===== config.mk =====
export PLATFORM = sky130hd
export DESIGN_NAME = pfc_enable_supervisor
export DESIGN_NICKNAME = d
export VERILOG_FILES = /design/src/rtl/pfc_seq_pkg.sv /design/src/rtl/pfc_persist_timer.sv /design/src/rtl/pfc_state_regs.sv /design/src/rtl/pfc_mode_arbiter.sv /design/src/rtl/pfc_enable_supervisor.sv
export SDC_FILE = /design/constraint.sdc
export NUM_CORES = 1
export LEC_CHECK = 0
export ABC_AREA = 1
export BUFFER_PORTS_ARGS = -buffer_cell sky130_fd_sc_hd__buf_2
export CAP_MARGIN = 20
export CORE_MARGIN = 2
export CORE_UTILIZATION = 55
export DETAILED_ROUTE_END_ITERATION = 8
export PLACE_DENSITY = 0.75
export SLEW_MARGIN = 15
export SYNTH_ARGS = -nofsm -noshare
export SYNTH_HDL_FRONTEND = slang
export SYNTH_SLANG_ARGS = --single-unit
export TNS_END_PERCENT = 100

===== constraint.sdc =====
create_clock -name clk -period 1.3 [get_ports clk]
set_clock_uncertainty 0.1 [all_clocks]
set_input_delay 0.065 -clock clk [delete_from_list [all_inputs] [get_ports clk]]
set_output_delay 0.065 -clock clk [all_outputs]
set_load 0.02 [all_outputs]

===== src/rtl/pfc_seq_pkg.sv =====
package pfc_seq_pkg;

    typedef enum logic [2:0] {
        MODE_HOLD    = 3'd0,
        MODE_RUN     = 3'd1,
        MODE_STANDBY = 3'd2,
        MODE_BURST   = 3'd3,
        MODE_LATCHED = 3'd4
    } pfc_mode_t;

    // Registered supervisor state feeding the arbiter
    typedef struct packed {
        logic latched;
        logic burst;
        logic regulated;
        logic standby;
    } pfc_state_t;

    // Decoded outputs
    typedef struct packed {
        logic pfc_en;
        logic burst_mode;
        logic standby;
        logic latched;
    } pfc_out_t;

    // Fixed priority: latch-off, burst, power-up hold, standby, run
    function automatic pfc_mode_t pick_mode(input pfc_state_t s);
        pfc_mode_t m;
        if (s.latched)         m = MODE_LATCHED;
        else if (s.burst)      m = MODE_BURST;
        else if (!s.regulated) m = MODE_HOLD;
        else if (s.standby)    m = MODE_STANDBY;
        else                   m = MODE_RUN;
        return m;
    endfunction

    function automatic pfc_out_t decode_mode(input pfc_mode_t m);
        pfc_out_t o;
        o.pfc_en     = (m == MODE_RUN);
        o.burst_mode = (m == MODE_BURST);
        o.standby    = (m == MODE_STANDBY);
        o.latched    = (m == MODE_LATCHED);
        return o;
    endfunction

endpackage


===== src/rtl/pfc_persist_timer.sv =====
// Counts consecutive qualifying samples; pulses fire on the LIMIT-th one.
module pfc_persist_timer #(
    parameter int LIMIT = 16
) (
    input  logic clk,
    input  logic rst,
    input  logic cond,
    output logic fire
);
    localparam int W = $clog2(LIMIT + 1);
    localparam logic [W-1:0] LIM_TOP  = W'(LIMIT);
    localparam logic [W-1:0] LIM_LAST = W'(LIMIT - 1);

    logic [W-1:0] run_cnt;

    always_ff @(posedge clk) begin
        if (rst || !cond) begin
            run_cnt <= '0;
        end else if (run_cnt != LIM_TOP) begin
            run_cnt <= run_cnt + 1'b1;
        end
    end

    assign fire = cond && (run_cnt == LIM_LAST);

endmodule


===== src/rtl/pfc_state_regs.sv =====
// Holds the latch, regulation, burst and standby state bits.
module pfc_state_regs
    import pfc_seq_pkg::*;
(
    input  logic       clk,
    input  logic       rst,
    input  logic       supply_ok,
    input  logic       err_flag,
    input  logic       skip_active,
    input  logic       latch_req,
    input  logic       latch_clr,
    input  logic       fault_fire,
    input  logic       stby_fire,
    output pfc_state_t state
);
    pfc_state_t st_q;

    always_ff @(posedge clk) begin
        if (rst) begin
            st_q <= '0;
        end else begin
            // latch: request wins over clear
            if (latch_req)      st_q.latched <= 1'b1;
            else if (latch_clr) st_q.latched <= 1'b0;

            // regulation reached once the error flag drops with supply up
            if (!supply_ok)     st_q.regulated <= 1'b0;
            else if (!err_flag) st_q.regulated <= 1'b1;

            // burst ends on the first clear error sample only
            if (!err_flag)       st_q.burst <= 1'b0;
            else if (fault_fire) st_q.burst <= 1'b1;

            // standby leaves as soon as skip qualification is lost
            if (!(skip_active && supply_ok)) st_q.standby <= 1'b0;
            else if (stby_fire)              st_q.standby <= 1'b1;
        end
    end

    assign state = st_q;

endmodule


===== src/rtl/pfc_mode_arbiter.sv =====
module pfc_mode_arbiter
    import pfc_seq_pkg::*;
(
    input  pfc_state_t state,
    output pfc_mode_t  mode,
    output pfc_out_t   outs
);
    always_comb begin
        mode = pick_mode(state);
        outs = decode_mode(mode);
    end
endmodule


===== src/rtl/pfc_enable_supervisor.sv =====
module pfc_enable_supervisor
    import pfc_seq_pkg::*;
#(
    parameter int FAULT_TICKS = 5_000_000,
    parameter int STBY_TICKS  = 5_000_000
) (
    input  logic clk,
    input  logic rst,
    input  logic supply_ok,
    input  logic err_flag,
    input  logic skip_active,
    input  logic latch_req,
    input  logic latch_clr,
    output logic pfc_en,
    output logic burst_mode,
    output logic standby,
    output logic latched
);
    localparam int NUM_TIMERS = 2;
    localparam int T_FAULT    = 0;
    localparam int T_STBY     = 1;

    logic [NUM_TIMERS-1:0] t_cond;
    logic [NUM_TIMERS-1:0] t_fire;
    pfc_state_t            state;
    pfc_mode_t             mode;
    pfc_out_t              outs;

    assign t_cond[T_FAULT] = supply_ok && err_flag;
    assign t_cond[T_STBY]  = supply_ok && skip_active;

    generate
        for (genvar g = 0; g < NUM_TIMERS; g++) begin : g_timer
            localparam int LIM = (g == T_FAULT) ? FAULT_TICKS : STBY_TICKS;
            pfc_persist_timer #(.LIMIT(LIM)) u_timer (
                .clk  (clk),
                .rst  (rst),
                .cond (t_cond[g]),
                .fire (t_fire[g])
            );
        end
    endgenerate

    pfc_state_regs u_regs (
        .clk         (clk),
        .rst         (rst),
        .supply_ok   (supply_ok),
        .err_flag    (err_flag),
        .skip_active (skip_active),
        .latch_req   (latch_req),
        .latch_clr   (latch_clr),
        .fault_fire  (t_fire[T_FAULT]),
        .stby_fire   (t_fire[T_STBY]),
        .state       (state)
    );

    pfc_mode_arbiter u_arb (
        .state (state),
        .mode  (mode),
        .outs  (outs)
    );

    assign pfc_en     = outs.pfc_en;
    assign burst_mode = outs.burst_mode;
    assign standby    = outs.standby;
    assign latched    = outs.latched;

endmodule


==> metrics.cfg, run 1 <==
[route]
drtPass1Iterations = 5
drcViolationCount = 0
ant_nets = 0
viasPerCell = 5.50
wirelength_um = 8910
avgRoutedWirePerCell_um = 15.3
drt_iter0_drc = 198
via_count = 3213

[run_status]
outcome = finished, violations left
violations = setup timing

[synthesis]
synthesis.nets = 451
synth_area_mm2 = 0.00282
yosysSeqAreaShare_pct = 35.4
ys_ff_latch = 50
yosys_warnings = 0
synthCells = 440
synth_cell_types = 27
syn_area_per_cell_um2 = 6.42

[setup_path]
crit_chain = buf_6 -> inv_2 -> ha_4 -> nand2_2 -> nor2_4 -> nand3_2 -> nand2_1 -> nand2_1 -> nor2_1
r2r-end = g_timer[1].u_timer.run_cnt[1]$_SDFFE_PP0P_
critPathLaunchType = flip-flop
cp.arrival_ps = 1570
crit_path_frequent_cell = nand2_1
worst_setup_path_end_kind = flip-flop
reg2reg_depth = 9
max_stage_delay_ps = 350
cpMaxStageDelayCell = dfxtp_2
r2r_slack_ps = -140
critPathBufInv = 2
cp-startpoint = g_timer[1].u_timer.run_cnt[0]$_SDFFE_PP0P_
crit_family = simple AND/OR/NAND/NOR gates
r2r_start = g_timer[1].u_timer.run_cnt[0]$_SDFFE_PP0P_
cp_max_fo = 3
crit_required_ps = 1430
path_class = flip-flop to flip-flop

[floorplanning]
initial_core_util_pct = 56.0
die_w_um = 75.7
die_area_mm2 = 0.00572
fp-row-count = 26
ios = 11
die_h_um = 75.7
core_area_mm2 = 0.00504

[clock_network]
cts_root_buffer = clkbuf_8
htree_levels = 2
numCtsBuffers = 5
numClockSinks = 50
cts_buffer_depth = 2
path_clk_slew_ps = 100
cts_tree = yes
clk_latency_ps = 310

[cells_and_area]
fillers = 336
area_delta_synth_final_pct = 41.4
drive_gt1_share_pct = 40.7
fin_nets = 524
n_antenna_cell = 0
fin_util_pct = 79.2

[sta]
setup_viol = 35
max_slew_margin_pct = 77.7
worst_pin_slew_ps = 333
timing.fmax_mhz = 693
fin_setup_tns_ps = -1410
fin_hold_ws_ps = 82.9
final.min_clock_period_ps = 1440
rsz0062_at_grt = yes
fin_ws_ps = -143
hold_viol_final = 0
fin_crit_sh_pct = 111
drv_slew = 0

[hold_path]
hold_depth = 5
min_from = supply_ok
min_to = u_regs.state[2]$_SDFFE_PP0P_
hold_class = input port to flip-flop

[flow_run]
cap_violations = 0

[grt]
grtUsageTotal_pct = 26.9
grt_pass1_vias = 2789
gr-total-overflow = 0
antenna_found_initial = 0
grt_max_degree = 18
grt_pass1_wl_um = 11700

[power_and_ir_drop]
fin_total_pwr_mw = 2.81
p_leak_nw = 1.47
irDropWorstVdd_uv = 475
power_density_mw_per_mm2 = 704

[placement]
gp_congestion = 0.864
dp_hpwl_um = 4930
pre_cts_ws_ps = -113
portBuffers = 10

## through the flow
| step | instances | cell area [um^2] |
|---|---|---|
| floorplan | 440 | 2860 |
| finish | 584 | 3990 |
| global route | 584 | 3990 |
| CTS | 579 | 3710 |
| global placement | 557 | 3280 |
| detailed placement | 557 | 3280 |
## cells in the final DEF (no fill, tap or decap), types with 12 or more instances in the layout
cell | Yosys | final
nand2_1 | 97 | 85
nor2_1 | 89 | 63
buf_4 | 2 | 50
inv_1 | 49 | 42
a21oi_1 | 34 | 30
nand3_1 | 39 | 28
dfxtp_2 | 0 | 21
nor2_2 | 7 | 19
nor2_4 | 4 | 18
dfxtp_4 | 0 | 15
dfxtp_1 | 50 | 14
nand3_2 | 5 | 13
inv_2 | 7 | 12
nand2_2 | 5 | 12
## cell usage after synthesis
| master | instances | share of area [%] |
|---|---|---|
| a211oi_1 | 2 | 0.53 |
| a21oi_1 | 34 | 6.0 |
| buf_2 | 1 | 0.18 |
| buf_4 | 2 | 0.53 |
| clkbuf_1 | 1 | 0.13 |
| clkinv_1 | 1 | 0.13 |
| dfxtp_1 | 50 | 35 |
| ha_1 | 4 | 1.8 |
| inv_1 | 49 | 6.5 |
| inv_2 | 7 | 0.93 |
| nand2_1 | 97 | 13 |
| nand2_2 | 5 | 1.1 |
| nand3_1 | 39 | 6.9 |
| nand3_2 | 5 | 1.8 |
| nand3_4 | 1 | 0.62 |
| nand4_1 | 11 | 2.4 |
| nor2_1 | 89 | 12 |
| nor2_2 | 7 | 1.6 |
| nor2_4 | 4 | 1.6 |
| nor2_8 | 2 | 1.4 |
| nor3_1 | 2 | 0.35 |
| o21a_1 | 1 | 0.27 |
| o21ai_0 | 12 | 2.1 |
| o21ai_1 | 10 | 1.8 |
| or2_0 | 1 | 0.22 |
| xnor2_1 | 1 | 0.31 |
| xor2_1 | 2 | 0.62 |
## report_power, final
| group | internal (mW) | leakage, nW | switching (mW) |
|---|---|---|---|
| combinational | 0.0602 | 0.983 | 0.0790 |
| clock | 0.569 | 0.0579 | 0.589 |
| sequential | 1.51 | 0.426 | 0.00725 |
| total | 2.14 | 1.47 | 0.675 |
## sequential cells by signal, indices dropped and copies added, names as in the netlist
name / flops
g_timer.u_timer.run_cnt: 46
u_regs.state: 4
## layout make-up
type	instances	area, um^2	area share (%)
timing repair buffer	70	549	13.8
clock buffer	5	68.8	1.72
inverter	57	221	5.55
tap	70	87.6	2.19
clock inverter	3	40.0	1.00
sequential	50	1080	27.1
multi-input combinational	329	1940	48.7
## metal layers
layer | wire, um | vias to the layer above | track usage (%)
met2 | 4800 | 140 | 49.8
met4 | 328 | 0 | 10.3
met3 | 422 | 35 | 5.69
li1 | - | 1557 | -
met1 | 3360 | 1481 | 30.1
met5 | 0 | - | 0
## how the worst max path moves through the flow
stage | end | depth (start not counted)
2_1_floorplan | g_timer[0].u_timer.run_cnt[20]$_SDFFE_PP0P_ | 8
3_3_place_gp | g_timer[1].u_timer.run_cnt[18]$_SDFFE_PP0P_ | 8
3_5_place_dp | g_timer[1].u_timer.run_cnt[22]$_SDFFE_PP0P_ | 7
4_1_cts | burst_mode | 5
5_1_grt | g_timer[1].u_timer.run_cnt[1]$_SDFFE_PP0P_ | 8
6_report | g_timer[1].u_timer.run_cnt[1]$_SDFFE_PP0P_ | 9
## logic make-up (layout without fill, tap and decap cells)
| group | Yosys count | after routing | synth area share, % |
|---|---|---|---|
| simple gates | 263 | 263 | 42.7 |
| buf+inv | 61 | 135 | 8.42 |
| compound gates | 59 | 59 | 10.7 |
| flops | 50 | 50 | 35.4 |
| fa+ha+maj | 4 | 4 | 1.77 |
| xor+xnor | 3 | 3 | 0.931 |
## worst reg2reg max path, stage by stage (launching register included)
cell	delay (ps)
dfxtp_2	350
buf_6	130
inv_2	60
ha_4	120
nand2_2	60
nor2_4	150
nand3_2	80
nand2_1	70
nand2_1	50
nor2_1	180
## repair_timing
action,CTS,global route
endpoints found under the hold margin,3,0
hold buffers,6,0
pin swaps,21,35
buffers inserted,8,7
resized for setup,75,80
setup endpoints to repair,35,46
No activity file was read; power rests on OpenSTA's default activity.
==> run 2: changes to the inputs <==
--- a/config.mk
+++ b/config.mk
@@ -12,6 +12,7 @@
 export CORE_UTILIZATION = 55
 export DETAILED_ROUTE_END_ITERATION = 8
 export PLACE_DENSITY = 0.75
+export SKIP_LAST_GASP = 1
 export SLEW_MARGIN = 15
 export SYNTH_ARGS = -nofsm -noshare
 export SYNTH_HDL_FRONTEND = slang
==> run 2 against run 1 <==
The flow still finishes with violations (setup timing). Count of clock-buffer cells in the layout unchanged. Clock power about the same. First-iteration DRC count decreased by 14%.
==> metrics.cfg, run 2 (synthesis gave the netlist of run 1 again) <==
[cells_and_area]
final_common_cell = nand2_1
n_antenna_cell = 0
area_delta_synth_final_pct = 41.2
final_cell_mix = nand2_1, nor2_1, buf_4
fin_util_pct = 79.1
fillers = 336
final_area_mm2 = 0.00399
largest_register = g_timer.u_timer.run_cnt
drive_gt1_share_pct = 40.1
instances_no_fill = 584
largest_register_ffs = 46
fin_nets = 524

[grt]
gr-total-overflow = 0
grtUsageTotal_pct = 26.9
grt_pass1_wl_um = 11700
grt_max_degree = 18
antenna_found_initial = 0
grt_pass1_vias = 2789

[power_and_ir_drop]
fin_total_pwr_mw = 2.80
p_seq_share_pct = 54.1
pwr-share-comb_pct = 5.0
internal-power_mw = 2.14
p_leak_nw = 1.46
p_sw_mw = 0.663
power_density_mw_per_mm2 = 702
clkPwrFrac_pct = 40.9
p_sw_share_pct = 23.7
irDropWorstVdd_uv = 473

[clock_network]
clk_latency_ps = 310
cts_tree = yes
numClockSinks = 50
cts_root_buffer = clkbuf_8
path_clk_slew_ps = 100
numCtsBuffers = 5
htree_levels = 2
cts_buffer_depth = 2

[sta]
fin_hold_ws_ps = 94.1
drv_slew = 0
final.min_clock_period_ps = 1410
worst_pin_slew_ps = 322
fin_ws_ps = -114
setup_viol = 30
fin_setup_tns_ps = -1320
hold_viol_final = 0
max_slew_margin_pct = 78.5
rsz0062_at_grt = yes
timing.fmax_mhz = 707
fin_crit_sh_pct = 109

[floorplanning]
ios = 11
core_area_mm2 = 0.00504
initial_core_util_pct = 56.0
die_h_um = 75.7
die_area_mm2 = 0.00572
fp-row-count = 26
die_w_um = 75.7

[route]
viasPerCell = 5.39
wirelength_um = 8650
drcViolationCount = 0
drt_iter0_drc = 170
avgRoutedWirePerCell_um = 14.8
via_count = 3150
drtPass1Iterations = 5
ant_nets = 0

[hold_path]
min_from = supply_ok
hold_class = input port to flip-flop
hold_depth = 5

[placement]
placed_cells = 557
dp_hpwl_um = 4930
place_area_mm2 = 0.00328
gp_congestion = 0.864
portBuffers = 10
pre_cts_ws_ps = -113

[run_status]
outcome = finished, violations left
violations = setup timing

[setup_path]
critPathLaunchType = flip-flop
reg2reg_depth = 7
cp-startpoint = g_timer[1].u_timer.run_cnt[1]$_SDFFE_PP0P_
crit_required_ps = 1400
path_class = flip-flop to flip-flop
cp_max_fo = 4
r2r_start = g_timer[1].u_timer.run_cnt[1]$_SDFFE_PP0P_
worst_setup_path_end_kind = flip-flop
cp.arrival_ps = 1510

[flow_run]
cap_violations = 0

run 2: what timing repair did:
action / 4_1_cts / 5_1_grt
pin swaps: 21 / 32
gates cloned: 0 / 0
hold endpoints to repair: 3 / 0
buffers inserted: 8 / 7
gates resized for setup: 73 / 78
hold buffers: 6 / 0
endpoints found under the setup margin: 35 / 46
run 2: power groups by stage:
stage / combinational [mW] / clock, mW / sequential (mW)
4_1_cts: 0.121 / 1.14 / 1.53
3_5_place_dp: 0.0929 / 0 / 1.58
2_1_floorplan: 0.0581 / 0 / 1.58
3_3_place_gp: 0.0910 / 0 / 1.58
6_report: 0.141 / 1.14 / 1.51
5_1_grt: 0.152 / 1.20 / 1.52
run 2: area by class of cell:
| class | count | area [um^2] | share of cell area [%] |
|---|---|---|---|
| multi-input cells | 329 | 1940 | 48.6 |
| flip-flops and latches | 50 | 1080 | 27.2 |
| repair buffers | 70 | 549 | 13.8 |
| inverters | 57 | 221 | 5.56 |
| well taps | 70 | 87.6 | 2.20 |
| clock buffers | 5 | 68.8 | 1.73 |
| clock inverters | 3 | 40.0 | 1.00 |
run 2: layer usage:
metal,vias to the layer above,part of all wire [%],GRT usage (%)
li1,1560,-,-
met1,1455,39,30.1
met2,100,54,49.8
met3,35,3.7,5.69
met4,0,3.3,10.3
met5,-,0,0
run 2: worst paths after layout:
path	endpoint	slack (ps)
max reg2reg	g_timer[1].u_timer.run_cnt[4]$_SDFFE_PP0P_	-110
max	g_timer[1].u_timer.run_cnt[4]$_SDFFE_PP0P_	-110
min reg2reg	u_regs.state[0]$_SDFFE_PP0P_	380
min	u_regs.state[2]$_SDFFE_PP0P_	90
run 2: worst max-delay path, stage by stage (launching register included):
cell     delay, ps
dfxtp_4        380
ha_4           170
nand3_4         90
inv_6           60
buf_4          130
buf_4          130
o21ai_0        150
a21oi_1         80
